**src/rtl/simd_pkg.sv**
```systemverilog
package simd_pkg;
  typedef enum logic [1:0] {
    OP_ADD  = 2'd0,
    OP_SUB  = 2'd1,
    OP_ADDH = 2'd2,
    OP_SUBH = 2'd3
  } lane_op_e;

  typedef enum logic {
    FMT_QUAD_U8  = 1'b0,
    FMT_DUAL_S16 = 1'b1
  } lane_fmt_e;
endpackage

```
**src/rtl/simd_lane.sv**
```systemverilog
module simd_lane #(
  parameter int W           = 8,
  parameter bit SIGNED_LANE = 1'b0
) (
  input  logic [W-1:0] a,
  input  logic [W-1:0] b,
  input  logic         is_sub,
  input  logic         halve,
  input  logic         sat_en,
  input  logic         rnd_en,
  output logic [W-1:0] res,
  output logic         ovf
);
  localparam int EW = W + 2;
  localparam logic signed [EW-1:0] HI_LIM = SIGNED_LANE ?
      {3'b000, {(W-1){1'b1}}} : {2'b00, {W{1'b1}}};
  localparam logic signed [EW-1:0] LO_LIM = SIGNED_LANE ?
      {3'b111, {(W-1){1'b0}}} : {EW{1'b0}};

  logic signed [EW-1:0] ext_a, ext_b, exact;
  logic                 above, below;

  always_comb begin
    ext_a = SIGNED_LANE ? {{2{a[W-1]}}, a} : {2'b00, a};
    ext_b = SIGNED_LANE ? {{2{b[W-1]}}, b} : {2'b00, b};
    exact = is_sub ? (ext_a - ext_b) : (ext_a + ext_b);
    above = exact > HI_LIM;
    below = exact < LO_LIM;
  end

  always_comb begin
    if (halve) begin
      res = W'((exact[W:0] + {{W{1'b0}}, rnd_en}) >> 1);
      ovf = 1'b0;
    end else begin
      ovf = above | below;
      if (sat_en && above)      res = HI_LIM[W-1:0];
      else if (sat_en && below) res = LO_LIM[W-1:0];
      else                      res = exact[W-1:0];
    end
  end
endmodule

```
**src/rtl/simd_ctl_reg.sv**
```systemverilog
module simd_ctl_reg #(
  parameter int CTL_W   = 32,
  parameter int OVF_BIT = 20
) (
  input  logic             clk,
  input  logic             rst_n,
  input  logic             wr_en,
  input  logic [CTL_W-1:0] wr_data,
  input  logic             set_ovf,
  output logic [CTL_W-1:0] ctl_q
);
  localparam logic [CTL_W-1:0] OVF_MASK = CTL_W'(1) << OVF_BIT;

  logic [CTL_W-1:0] ctl_d;

  always_comb begin
    ctl_d = wr_en ? wr_data : ctl_q;
    if (set_ovf) ctl_d = ctl_d | OVF_MASK;
  end

  always_ff @(posedge clk or negedge rst_n) begin
    if (!rst_n)                 ctl_q <= '0;
    else if (wr_en || set_ovf)  ctl_q <= ctl_d;
  end

  a_r9_sticky: assert property (@(posedge clk) disable iff (!rst_n)
    (ctl_q[OVF_BIT] && !wr_en) |=> ctl_q[OVF_BIT]);

  a_r9_others_kept: assert property (@(posedge clk) disable iff (!rst_n)
    !wr_en |=> ((ctl_q & ~OVF_MASK) == $past(ctl_q & ~OVF_MASK)));

  a_r10_load: assert property (@(posedge clk) disable iff (!rst_n)
    (wr_en && !set_ovf) |=> (ctl_q == $past(wr_data)));

  a_r10_load_ovf: assert property (@(posedge clk) disable iff (!rst_n)
    (wr_en && set_ovf) |=> (ctl_q == ($past(wr_data) | OVF_MASK)));
endmodule

```
**src/rtl/simd_addsub.sv**
```systemverilog
module simd_addsub #(
  parameter int DATA_W  = 32,
  parameter int BYTE_W  = 8,
  parameter int HALF_W  = 16,
  parameter int OVF_BIT = 20
) (
  input  logic              clk,
  input  logic              rst_n,
  input  logic              in_valid,
  input  logic [DATA_W-1:0] op_a,
  input  logic [DATA_W-1:0] op_b,
  input  logic [1:0]        opcode,
  input  logic              fmt,
  input  logic              sat_en,
  input  logic              rnd_en,
  input  logic              ctl_wr_en,
  input  logic [DATA_W-1:0] ctl_wr_data,
  output logic [DATA_W-1:0] result,
  output logic [DATA_W-1:0] ctl_reg
);
  import simd_pkg::*;

  localparam int NB = DATA_W / BYTE_W;
  localparam int NH = DATA_W / HALF_W;

  lane_op_e          op;
  lane_fmt_e         lane_fmt;
  logic              is_sub, halve;
  logic [DATA_W-1:0] byte_res, half_res, res_d;
  logic [NB-1:0]     byte_ovf;
  logic [NH-1:0]     half_ovf;
  logic              lane_ovf, set_ovf;

  always_comb begin
    op       = lane_op_e'(opcode);
    lane_fmt = lane_fmt_e'(fmt);
    is_sub   = (op == OP_SUB) || (op == OP_SUBH);
    halve    = (op == OP_ADDH) || (op == OP_SUBH);
  end

  for (genvar i = 0; i < NB; i++) begin : g_byte
    simd_lane #(.W(BYTE_W), .SIGNED_LANE(1'b0)) u_lane (
      .a      (op_a[BYTE_W*i +: BYTE_W]),
      .b      (op_b[BYTE_W*i +: BYTE_W]),
      .is_sub (is_sub),
      .halve  (halve),
      .sat_en (sat_en),
      .rnd_en (rnd_en),
      .res    (byte_res[BYTE_W*i +: BYTE_W]),
      .ovf    (byte_ovf[i])
    );
  end

  for (genvar i = 0; i < NH; i++) begin : g_half
    simd_lane #(.W(HALF_W), .SIGNED_LANE(1'b1)) u_lane (
      .a      (op_a[HALF_W*i +: HALF_W]),
      .b      (op_b[HALF_W*i +: HALF_W]),
      .is_sub (is_sub),
      .halve  (halve),
      .sat_en (sat_en),
      .rnd_en (rnd_en),
      .res    (half_res[HALF_W*i +: HALF_W]),
      .ovf    (half_ovf[i])
    );
  end

  always_comb begin
    if (lane_fmt == FMT_DUAL_S16) begin
      res_d    = half_res;
      lane_ovf = |half_ovf;
    end else begin
      res_d    = byte_res;
      lane_ovf = |byte_ovf;
    end
    set_ovf = in_valid && lane_ovf;
  end

  always_ff @(posedge clk or negedge rst_n) begin
    if (!rst_n)        result <= '0;
    else if (in_valid) result <= res_d;
  end

  simd_ctl_reg #(.CTL_W(DATA_W), .OVF_BIT(OVF_BIT)) u_ctl (
    .clk     (clk),
    .rst_n   (rst_n),
    .wr_en   (ctl_wr_en),
    .wr_data (ctl_wr_data),
    .set_ovf (set_ovf),
    .ctl_q   (ctl_reg)
  );

  a_r11_hold: assert property (@(posedge clk) disable iff (!rst_n)
    !in_valid |=> $stable(result));

  a_r8_no_flag: assert property (@(posedge clk) disable iff (!rst_n)
    (in_valid && opcode[1] && !ctl_wr_en && !ctl_reg[OVF_BIT])
      |=> !ctl_reg[OVF_BIT]);

  a_r11_flag_idle: assert property (@(posedge clk) disable iff (!rst_n)
    (!in_valid && !ctl_wr_en) |=> $stable(ctl_reg));
endmodule

```
**config.mk**
```make
export PLATFORM = sky130hd
export DESIGN_NAME = simd_addsub
export DESIGN_NICKNAME = d
export VERILOG_FILES = /design/src/rtl/simd_pkg.sv /design/src/rtl/simd_lane.sv /design/src/rtl/simd_ctl_reg.sv /design/src/rtl/simd_addsub.sv
export SDC_FILE = /design/constraint.sdc
export NUM_CORES = 1
export LEC_CHECK = 0
export ABC_AREA = 1
export BUFFER_PORTS_ARGS = -buffer_cell sky130_fd_sc_hd__buf_2
export CELL_PAD_IN_SITES_DETAIL_PLACEMENT = 1
export CELL_PAD_IN_SITES_GLOBAL_PLACEMENT = 2
export CORE_UTILIZATION = 33
export CTS_CLUSTER_DIAMETER = 60
export CTS_CLUSTER_SIZE = 25
export DETAILED_ROUTE_END_ITERATION = 10
export HOLD_SLACK_MARGIN = 0.1
export PLACE_DENSITY = 0.91
export SLEW_MARGIN = 20
export SYNTH_ARGS = -nofsm -noshare
export SYNTH_HDL_FRONTEND = slang
export SYNTH_HIERARCHICAL = 1
export SYNTH_SLANG_ARGS = --single-unit
```
**constraint.sdc**
```tcl
create_clock -name clk -period 1.02 [get_ports clk]
set_input_delay 0.051 -clock clk [delete_from_list [all_inputs] [get_ports clk]]
set_output_delay 0.051 -clock clk [all_outputs]
set_load 0.02 [all_outputs]
```
==> results by group, run 1 <==
CTS
  • Root Buffer: clkbuf_16
  • CTS tree: done
  • Clock transition at path regs: 0.05 ns
  • Clock insertion delay at the later pin of the skew report: 0.33 ns
  • Sink Count: 64
  • H-tree Lvls: 3
  • Longest Clk Path Bufs: 2
  • CTS Buf Count: 9

Pwr
  • Leakage: 10.4 nW
  • PD cells: 1140 mW/mm²
  • Total power: 20.6 mW
  • Peak supply drop: 769 µV

Synthesis
  • Yosys Warn Count: 6
  • Synthesized cell area: 0.0124 mm²
  • Synth Flop Type: dfrtp_1
  • EDFF count, synth: 0
  • Synth area leaders: nand2_1 29%, dfrtp_1 13%, ha_1 11%
  • Most instantiated library cell after synthesis: nand2_1
  • Asr flop ratio synth: 1.00
  • Synth area leader: nand2_1
  • Top post-synthesis cells by count: 952 x nand2_1, 292 x inv_1, 152 x nand3_1
  • Synth Area per Inst: 5.68 µm²
  • Post-synthesis sequential area ratio: 0.129
  • Synth Net Count: 2411
  • Yosys reg bits: 64
  • Synth Instances: 2188
  • Share of the synthesized area in the top cell type: 0.288
  • Post-synthesis cell type count: 49

Cells and area
  • Filler Cell Count: 5094
  • Share of layout cells above drive strength 1: 0.350
  • Finished Core Util: 0.491
  • Nets: 2967
  • Register area: 0.00160 mm²
  • Area delta synth->final: 45.3%
  • Multi-input logic area: 0.00999 mm²
  • Fin area: 0.0181 mm²

Setup path
  • Flop2flop setup slack: 0.30 ns
  • R2r endpoint: u_ctl/ctl_q[7]
  • CP max stage delay: 0.37 ns
  • Startpoint types: input port
  • Setup crit end kind: flop
  • Crit path DAT: 3.18 ns
  • Reg2reg start: u_ctl/ctl_q[7]
  • Worst path slowest cell: ha_1
  • Setup CP Type: in -> reg
  • Critical path peak fanout: 8
  • Kind of cell adding the most delay to the critical path: simple AND/OR/NAND/NOR gates
  • CP Buf/Inv Count: 5
  • Reg2Reg Depth: 2
  • Crit-path most repeated cell: nand2_1
  • Worst EP required: 1.24 ns

GRT
  • Number of global-route vias before repair: 17200
  • First-pass GRT wire length: 85100 µm
  • GRT Resource Usage Total: 0.272
  • Global route overflow: 0
  • Largest net degree at the start of global routing: 65
  • Initial antenna violation count: 2

Die
  • # rows: 70
  • Die area: 0.0384 mm²
  • Core area: 0.0368 mm²
  • Vert. Die Dim: 196 µm
  • Die width: 196 µm
  • Initial core utilization: 0.338
  • Io pins: 169

STA
  • Final-report hold violation count: 0
  • Slew Limit Fails: 0
  • PnR worst setup slack: -1.94 ns
  • F_max: 338 MHz
  • Relative slew slack: 0.620
  • Final setup viols: 33
  • Unrepaired setup endpoints after global routing: true
  • Final TNS setup: -60.73 ns
  • Worst Hold Slack: 0.118 ns
  • Worst-margin pin slew: 0.569 ns
  • Final min period: 2.96 ns
  • Clk_skew: 0 ns
  • Fin crit share: 2.90

Worst hold path
  • End point of the worst hold path: u_ctl/ctl_q[20]
  • Worst hold-check path type: in -> reg
  • Hold depth: 5
  • Worst hold path startpoint: in_valid

Routing
  • First-pass DRT Iterations: 4
  • Detailed Route WL: 53200 µm
  • Vias: 16000
  • Avg Vias per Cell: 4.96
  • Post-route ant nets: 0
  • Routed length per instance: 16.5 µm
  • Iteration-0 DRC count of the detailed router: 526
  • # DRC: 0

Job
  • Max-Cap Viols: 0

Outcome
  • Failing checks: negative setup slack
  • Status: finished, violations left

Placement
  • Dpl cell area: 0.0164 mm²
  • RePlAce Congestion: 0.943
  • Hpwl dp: 42400 µm
  • I/O Buffers: 168
sequential cells by signal, summed over array words and instances (netlist names):
| name | cells |
|---|---|
| result | 32 |
| u_ctl/ctl_q | 32 |
logic make-up after synthesis:
| family | Yosys count | share of synthesized area |
|---|---|---|
| and+or+nand+nor | 1446 | 0.516 |
| buffers and inverters | 375 | 0.133 |
| AOI/OAI and AO/OA | 146 | 0.0682 |
| adders and majority gates | 118 | 0.125 |
| DFF | 64 | 0.129 |
| xor gates and xnor gates | 39 | 0.0299 |
metal layers:
layer | track usage | wire (µm) | vias to the layer above
met5 | 0 | 0 | -
li1 | - | - | 7892
met2 | 0.546 | 29200 | 240
met4 | 0.0856 | 2020 | 0
met3 | 0.0187 | 764 | 126
met1 | 0.298 | 21200 | 7706
worst reg2reg max path: stages (launching register included):
cell	delay, ns
dfrtp_1	0.42
nand2_1	0.08
nand2_1	0.09
per-stage QoR:
stage | std cells | worst slack (ns)
CTS | 3200 | -1.90
detailed placement | 3133 | -2.40
finish | 3218 | -1.94
floorplan | 2188 | -1.78
global route | 3218 | -2.13
global placement | 3133 | -2.26
power breakdown:
part           internal [mW]  switching [mW]
registers               2.91           0.233
clock network           1.93            1.07
logic                   5.91            8.55
worst max path at each step:
stage	cells past startpoint	endpoint	startpoint	slack [ns]
floorplan	31	result[20]	op_b[16]	-1.78
global placement	28	result[6]	op_b[1]	-2.26
detailed placement	29	result[25]	op_b[16]	-2.40
CTS	29	result[25]	op_b[16]	-1.90
global route	29	result[4]	op_b[0]	-2.13
finish	29	result[4]	op_b[0]	-1.94
repair_timing:
| item | in CTS | in global routing |
|---|---|---|
| cloned | 3 | 1 |
| setup endpoints to repair | 33 | 34 |
| hold endpoints to repair | 96 | 0 |
| resized for setup | 81 | 140 |
| pin swaps | 75 | 90 |
| hold buffers | 34 | 0 |
| setup buffers | 16 | 15 |
placed cells by master, fill, tap and decap left out, types with 6 or more instances in the layout:
cell	synthesis	routed
inv_1	292	280
xor2_1	27	26
nand3b_1	7	7
dlygate4sd3_1	0	34
nand2_2	95	167
ha_1	108	95
a21oi_1	63	51
nand4_1	38	38
xnor2_1	8	8
o21a_1	8	8
a21oi_2	7	16
o22ai_1	6	6
nand3_4	6	12
nor2_2	30	47
o21ai_1	11	18
nand3_1	152	140
nor2_1	111	82
buf_2	14	162
nand2_4	5	13
clkbuf_16	0	9
nand3_2	15	25
inv_2	31	39
ha_4	0	9
fa_1	10	10
dfrtp_1	64	64
buf_6	10	6
o21ai_2	5	7
buf_4	7	368
o21ai_0	31	21
buf_12	4	14
nand2_1	952	871
nor2_4	9	21
final cells by class:
class	instances	share of cell area
inverter	331	0.0731
timing repair buffer	585	0.236
multi-input combinational	1753	0.553
tap	468	0.0324
sequential	64	0.0887
clock buffer	11	0.0134
clock inverter	4	0.00249
antenna	2	0.000277
Note: power is estimated with default switching activity, not from simulation.
==> run 2, diff against run 1 <==
--- a/config.mk
+++ b/config.mk
@@ -5,16 +5,15 @@
 export SDC_FILE = /design/constraint.sdc
 export NUM_CORES = 1
 export LEC_CHECK = 0
-export ABC_AREA = 1
 export BUFFER_PORTS_ARGS = -buffer_cell sky130_fd_sc_hd__buf_2
 export CELL_PAD_IN_SITES_DETAIL_PLACEMENT = 1
 export CELL_PAD_IN_SITES_GLOBAL_PLACEMENT = 2
-export CORE_UTILIZATION = 33
+export CORE_UTILIZATION = 35
 export CTS_CLUSTER_DIAMETER = 60
 export CTS_CLUSTER_SIZE = 25
 export DETAILED_ROUTE_END_ITERATION = 10
 export HOLD_SLACK_MARGIN = 0.1
-export PLACE_DENSITY = 0.91
+export PLACE_DENSITY = 0.83
 export SLEW_MARGIN = 20
 export SYNTH_ARGS = -nofsm -noshare
 export SYNTH_HDL_FRONTEND = slang
==> results by group, run 2 <==
Routing
  • # DRC: 0 (unchanged)
  • Detailed Route WL: 55200 µm (+3.6%)
  • Routed length per instance: 22.6 µm (+37%)
  • First-pass DRT Iterations: 5 (+1)
  • Iteration-0 DRC count of the detailed router: 840 (+60%)
  • Post-route ant nets: 0 (unchanged)
  • Vias: 14100 (-12%)
  • Avg Vias per Cell: 5.79 (+17%)

CTS
  • Clock insertion delay at the later pin of the skew report: 0.33 ns (about the same)
  • H-tree Lvls: 3 (unchanged)
  • Clock transition at path regs: 0.06 ns (about the same)
  • Longest Clk Path Bufs: 2 (unchanged)
  • CTS Buf Count: 9 (unchanged)
  • Root Buffer: clkbuf_16
  • CTS tree: done
  • Sink Count: 64 (unchanged)

Synthesis
  • Post-synthesis sequential area ratio: 0.142 (+0.0133)
  • Most instantiated library cell after synthesis: a21oi_1
  • Share of the synthesized area in the top cell type: 0.142 (-0.145)
  • Synth Instances: 1391 (-36%)
  • Synth area leader: dfrtp_1
  • Top post-synthesis cells by count: 127 x a21oi_1, 114 x nor2_1, 108 x ha_1
  • Synthesized cell area: 0.0113 mm² (-9.4%)
  • Yosys Warn Count: 6 (unchanged)
  • Yosys reg bits: 64 (unchanged)
  • Synth Area per Inst: 8.10 µm² (+43%)
  • Synth Net Count: 1614 (-33%)
  • Asr flop ratio synth: 1.00 (unchanged)
  • Synth area leaders: dfrtp_1 14%, ha_1 12%, xnor2_1 5.9%
  • Post-synthesis cell type count: 112 (+130%)
  • EDFF count, synth: 0 (unchanged)
  • Synth Flop Type: dfrtp_1

STA
  • Slew Limit Fails: 0 (unchanged)
  • Worst-margin pin slew: 0.944 ns (+0.375 ns)
  • F_max: 294 MHz (-13%)
  • Clk_skew: 0 ns (unchanged)
  • Relative slew slack: 0.369 (-0.251)
  • PnR worst setup slack: -2.38 ns (-0.447 ns)
  • Final-report hold violation count: 0 (unchanged)
  • Final min period: 3.40 ns (+0.447 ns)
  • Final setup viols: 36 (+9.1%)
  • Fin crit share: 3.34 (+0.439)
  • Unrepaired setup endpoints after global routing: true

Setup path
  • Flop2flop setup slack: 0.08 ns (-0.22 ns)
  • Crit path DAT: 3.60 ns (+0.42 ns)
  • Worst EP required: 1.22 ns (-0.02 ns)
  • Startpoint types: input port
  • Setup crit end kind: flop
  • Setup CP Type: in -> reg
  • Critical path peak fanout: 7 (-1)

Pwr
  • PD cells: 1310 mW/mm² (+15%)
  • Leakage: 8.42 nW (-19%)
  • Peak supply drop: 826 µV (+7.4%)

Cells and area
  • Area delta synth->final: 61.4%
  • Top flop regs: result (32), u_ctl/ctl_q (32)
  • Finished Core Util: 0.575 (+0.0838)
  • Nets: 2253 (-24%)
  • ANT cells: 0 (-2)
  • Most frequent cells in the layout: 460 x buf_4, 154 x buf_2, 103 x a21oi_1
  • Final std cells w/o fill: 2437 (-24%)
  • Filler Cell Count: 3702 (-27%)
  • Share of layout cells above drive strength 1: 0.478 (+0.128)
  • Commonest non-fill, non-tap cell in the layout: buf_4

Outcome
  • Status: finished, violations left
  • Failing checks: negative setup slack

Placement
  • Placed insts: 2302 (-27%)
  • I/O Buffers: 168 (unchanged)
  • Hpwl dp: 34900 µm (-18%)
  • RePlAce Congestion: 0.903 (-4.2%)

Die
  • Core area: 0.0316 mm² (-14%)
  • Die width: 181 µm (-7.5%)
  • Vert. Die Dim: 181 µm (-7.5%)
  • Die area: 0.0329 mm² (-14%)
  • Initial core utilization: 0.356 (+0.0182)
  • # rows: 65 (-7.1%)
  • Io pins: 169 (unchanged)

GRT
  • Initial antenna violation count: 1 (-1)
  • Global route overflow: 0 (unchanged)
  • GRT Resource Usage Total: 0.285 (+0.0128)
  • Largest net degree at the start of global routing: 65 (unchanged)
  • Number of global-route vias before repair: 14500 (-16%)
  • First-pass GRT wire length: 76300 µm (-10%)

Worst hold path
  • Worst hold-check path type: in -> reg

Job
  • Max-Cap Viols: 0 (unchanged)
-- run 2: changes by cell type in the layout (fill, tap and decap cells not counted), moves of 31 or more --
cell	delta
a21oi_1	+52
buf_4	+92
inv_1	-197
inv_2	-38
mux2_4	+31
mux2i_1	+37
nand2_1	-803
nand2_2	-163
nand3_1	-103
nor2_2	-33
o21ai_0	+32
xnor2_1	+59
-- run 2: final cells by class --
type | count | area, µm² | share of cell area
inverter | 88 | 343 | 0.0189
sequential | 64 | 1600 | 0.0881
clock inverter | 7 | 95.1 | 0.00523
multi-input combinational | 1167 | 10100 | 0.558
tap | 402 | 503 | 0.0277
timing repair buffer | 700 | 5270 | 0.290
clock buffer | 9 | 225 | 0.0124
-- run 2: final timing paths --
kind                                 start              end  cells past startpoint
setup / recovery                  op_b[18]       result[18]                     19
hold / removal                    in_valid        result[1]                      2
setup reg to reg           u_ctl/ctl_q[20]  u_ctl/ctl_q[20]                      2
hold reg to reg             u_ctl/ctl_q[9]   u_ctl/ctl_q[9]                      1
max in group asynchronous            rst_n        result[7]                      3
min in group asynchronous            rst_n  u_ctl/ctl_q[24]                      3
-- run 2: repair_timing --
action                     in CTS  in global routing
setup endpoints to repair      33                 34
gates resized for setup       179                 86
hold endpoints to repair       96                  0
pin swaps                     137                 71
buffers inserted               64                 24
cloned                          2                  0
hold buffers                   33                  0
-- run 2: critical path: stages --
cell and delay, ns:
buf_8 0.10, nor3_4 0.26, nand4_1 0.27, nor2_1 0.21, nor2_1 0.07, xnor2_1 0.19
ha_1 0.34, a21oi_2 0.20, o21ai_0 0.13, a31oi_1 0.26, o21ai_2 0.14, xor2_4 0.21
nor3b_2 0.30, buf_6 0.19, buf_6 0.11, nand2b_1 0.11, a22oi_1 0.08, mux2i_1 0.24
a21oi_1 0.13
-- run 2: through the flow --
step / area (µm²) / hold slack [ns] / setup TNS (ns) / total power, mW / worst slack [ns]
2_1_floorplan: 11600 / -0.245 / -64.90 / 10.9 / -2.18
3_3_place_gp: 15700 / 0.0906 / -77.13 / 16.2 / -2.45
3_5_place_dp: 15700 / 0.101 / -79.84 / 16.7 / -2.54
5_1_grt: 18200 / 0.196 / -75.80 / 24.8 / -2.47
4_1_cts: 17600 / 0.129 / -62.24 / 21.6 / -2.02
6_report: 18200 / 0.191 / -72.55 / 23.8 / -2.38
-- run 2: report_power, final --
part           switching, mW  internal [mW]  leakage [nW]  total (mW)
Clock                   1.21           2.14         0.156        3.35
Sequential             0.357           2.99         0.728        3.34
Combinational           9.17           7.92          7.54        17.1
Total                   10.7           13.1          8.42        23.8
-- run 2: cell families after synthesis --
kind of cell	after synthesis	share of synthesized area
compound gates	420	0.262
xor+xnor	116	0.0996
buf+inv	160	0.0657
simple gates	434	0.209
flops	64	0.142
mux	79	0.0840
fa+ha+maj	118	0.138
-- run 2: metal layers --
metal / wire (µm) / track usage / part of all wire
met3: 2790 / 0.0281 / 0.051
met1: 23000 / 0.367 / 0.42
met5: 0 / 0 / 0
met4: 2290 / 0.0722 / 0.041
met2: 27200 / 0.506 / 0.49
==> run 3, diff against run 2 <==
--- a/config.mk
+++ b/config.mk
@@ -9,6 +9,7 @@
 export CELL_PAD_IN_SITES_DETAIL_PLACEMENT = 1
 export CELL_PAD_IN_SITES_GLOBAL_PLACEMENT = 2
 export CORE_UTILIZATION = 35
+export CTS_BUF_LIST = sky130_fd_sc_hd__clkbuf_8
 export CTS_CLUSTER_DIAMETER = 60
 export CTS_CLUSTER_SIZE = 25
 export DETAILED_ROUTE_END_ITERATION = 10
@@ -19,3 +20,4 @@
 export SYNTH_HDL_FRONTEND = slang
 export SYNTH_HIERARCHICAL = 1
 export SYNTH_SLANG_ARGS = --single-unit
+export TNS_END_PERCENT = 20
==> results by group, run 3 (synthesis gave the netlist of run 2 again) <==
Pwr
  • Clock share of power: 0.105 (-0.036)
  • PD cells: 1210 mW/mm² (-7.3%)
  • Total power: 21.5 mW (-9.6%)
  • Leakage: 8.29 nW (-1.6%)
  • NetSw: 9.75 mW (-9.2%)
  • Int Pwr: 11.7 mW (-10%)
  • Flop pwr share: 0.156 (+0.016)
  • Combinational power share: 0.739 (+0.020)
  • Sw Ratio: 0.453 (+0.00218)
  • Peak supply drop: 649 µV (-21%)

Placement
  • Placed insts: 2321 (+0.83%)
  • Hpwl dp: 35300 µm (+0.97%)
  • RePlAce Congestion: 0.934 (+3.4%)
  • I/O Buffers: 168 (unchanged)

Cells and area
  • Final std cells w/o fill: 2422 (-0.62%)
  • Top flop regs: result (32), u_ctl/ctl_q (32)
  • Filler Cell Count: 3745 (+1.2%)
  • Register area: 0.00160 mm² (about the same)
  • Commonest non-fill, non-tap cell in the layout: buf_4
  • Area delta synth->final: 57.3%
  • Nets: 2238 (-0.67%)
  • Multi-input logic area: 0.00991 mm² (-2.2%)
  • Most frequent cells in the layout: 449 x buf_4, 144 x buf_2, 109 x a21oi_1
  • ANT cells: 0 (unchanged)
  • Share of layout cells above drive strength 1: 0.462 (-0.0163)

STA
  • Unrepaired setup endpoints after global routing: true
  • Final min period: 3.36 ns (-0.0412 ns)
  • Slew Limit Fails: 0 (unchanged)
  • Relative slew slack: 0.462 (+0.0931)
  • Final-report hold violation count: 0 (unchanged)
  • Fin crit share: 3.30 (-0.0404)
  • PnR worst setup slack: -2.34 ns (+0.0412 ns)
  • F_max: 297 MHz (+1.2%)
  • Final setup viols: 34 (-5.6%)
  • Worst-margin pin slew: 0.805 ns (-0.139 ns)
  • Clk_skew: 0 ns (unchanged)

CTS
  • Longest Clk Path Bufs: 2 (unchanged)
  • CTS Buf Count: 9 (unchanged)
  • Clock transition at path regs: 0.08 ns (+0.02 ns)
  • H-tree Lvls: 3 (unchanged)
  • Clock insertion delay at the later pin of the skew report: 0.35 ns (+0.02 ns)
  • Sink Count: 64 (unchanged)
  • Root Buffer: clkbuf_8
  • CTS tree: done

Routing
  • Routed length per instance: 21.2 µm (-6.5%)
  • Vias: 13600 (-3.8%)
  • First-pass DRT Iterations: 5 (unchanged)
  • Avg Vias per Cell: 5.61 (-3.2%)
  • Post-route ant nets: 0 (unchanged)
  • Detailed Route WL: 51300 µm (-7.1%)
  • Iteration-0 DRC count of the detailed router: 721 (-14%)
  • # DRC: 0 (unchanged)

Setup path
  • Worst EP required: 1.25 ns (+0.03 ns)
  • Critical path peak fanout: 5 (-2)
  • Startpoint types: input port
  • Worst path slowest cell: o211ai_1
  • Crit path depth: 18 (-1)
  • Reg2reg start: u_ctl/ctl_q[20]
  • Critical path capture point: u_ctl/ctl_q[20]
  • Reg2Reg Depth: 2 (unchanged)
  • Kind of cell adding the most delay to the critical path: compound AO/OA/AOI/OAI gates
  • CP Buf/Inv Count: 3 (unchanged)
  • Flop2flop setup slack: 0.09 ns (about the same)
  • Setup crit end kind: flop
  • Setup CP Type: in -> reg
  • CP max stage delay: 0.40 ns (+0.06 ns)
  • Critical Path, Cell by Cell: buf_6 > buf_4 > buf_4 > nor3_2 > nor2_1 > xnor2_1 > ha_4 > nor2_4 > a211oi_4 > o211ai_1 > a21oi_2 > o21a_4 > or2_4 > nor2_1 > nor3_1 > or3b_1 > o211a_1 > a211o_1
  • Crit path from: op_b[0]
  • Crit path DAT: 3.60 ns (about the same)
  • R2r endpoint: u_ctl/ctl_q[20]

Worst hold path
  • Hold depth: 3 (+1)
  • Worst hold-check path type: in -> reg

Die
  • Die area: 0.0329 mm² (unchanged)
  • # rows: 65 (unchanged)
  • Io pins: 169 (unchanged)
  • Die width: 181 µm (unchanged)
  • Core area: 0.0316 mm² (unchanged)
  • Vert. Die Dim: 181 µm (unchanged)
  • Initial core utilization: 0.356 (unchanged)

GRT
  • Initial antenna violation count: 0 (-1)
  • GRT Resource Usage Total: 0.269 (-0.0153)
  • Global route overflow: 0 (unchanged)
  • Largest net degree at the start of global routing: 34 (-48%)
  • Number of global-route vias before repair: 14000 (-3.8%)
  • First-pass GRT wire length: 72200 µm (-5.3%)

Job
  • Max-Cap Viols: 0 (unchanged)

Outcome
  • Status: finished, violations left
  • Failing checks: negative setup slack
-- run 3: cell count changes in the layout (fill, tap and decap cells not counted), moves of 4 or more --
cell	previous run	this run
clkbuf_8	0	10
buf_4	460	449
a21oi_1	103	109
a21oi_2	23	15
buf_6	35	45
buf_2	154	144
xnor2_1	67	71
xnor2_4	5	1
clkbuf_16	9	0
o21ai_1	13	8
nor2_1	93	98
-- run 3: worst min path at each step --
| stage | slack (ns) | start | end |
|---|---|---|---|
| floorplan | -0.24 | rst_n | result[0] |
| finish | 0.14 | in_valid | result[3] |
| global placement | 0.06 | rst_n | result[30] |
| global route | 0.12 | in_valid | result[3] |
| CTS | 0.11 | in_valid | result[3] |
| detailed placement | 0.06 | rst_n | result[30] |
-- run 3: worst register-to-register path, delay by kind of cell (launching register included) --
| kind | cells | cell delay [ns] |
|---|---|---|
| compound gates | 1 | 0.27 |
| simple gates | 1 | 0.15 |
| flops | 1 | 0.41 |
-- run 3: area by class of cell --
type / instances / share of cell area
inverter: 88 / 0.0186
clock buffer: 10 / 0.00777
sequential: 64 / 0.0905
multi-input combinational: 1167 / 0.560
timing repair buffer: 685 / 0.292
tap: 402 / 0.0284
clock inverter: 6 / 0.00339
-- run 3: through the flow --
step	TNS (ns)	utilization	hold slack [ns]	cell area, µm²	setup slack (ns)
3_5_place_dp	-88.13	0.496	0.0617	15700	-2.88
4_1_cts	-64.09	0.534	0.106	16900	-2.04
5_1_grt	-76.05	0.560	0.120	17700	-2.46
6_report	-71.17	0.560	0.141	17700	-2.34
3_3_place_gp	-82.97	0.496	0.0577	15700	-2.66
2_1_floorplan	-66.83	-	-0.245	11500	-2.18
-- run 3: power by group through the flow --
stage	Clock (mW)	Sequential [mW]	Combinational [mW]
detailed placement	0	3.35	13.1
floorplan	0	3.81	6.97
global placement	0	3.33	12.7
finish	2.26	3.34	15.9
global route	2.42	3.39	16.9
CTS	2.31	3.33	14.1
-- run 3: layer usage --
layer | vias up | wire length (µm) | global-route usage
met3 | 113 | 1980 | 0.0385
met2 | 395 | 26000 | 0.494
met5 | - | 0 | 0
met4 | 0 | 1560 | 0.0576
li1 | 6322 | - | -
met1 | 6751 | 21700 | 0.331
-- run 3: repair_timing --
| action | in CTS | in global routing |
|---|---|---|
| pin swaps | 79 | 84 |
| buffers inserted | 21 | 30 |
| gates resized for setup | 122 | 134 |
| endpoints found under the hold margin | 98 | 0 |
| hold buffers | 35 | 0 |
| gates cloned | 0 | 0 |
| endpoints found under the setup margin | 40 | 48 |
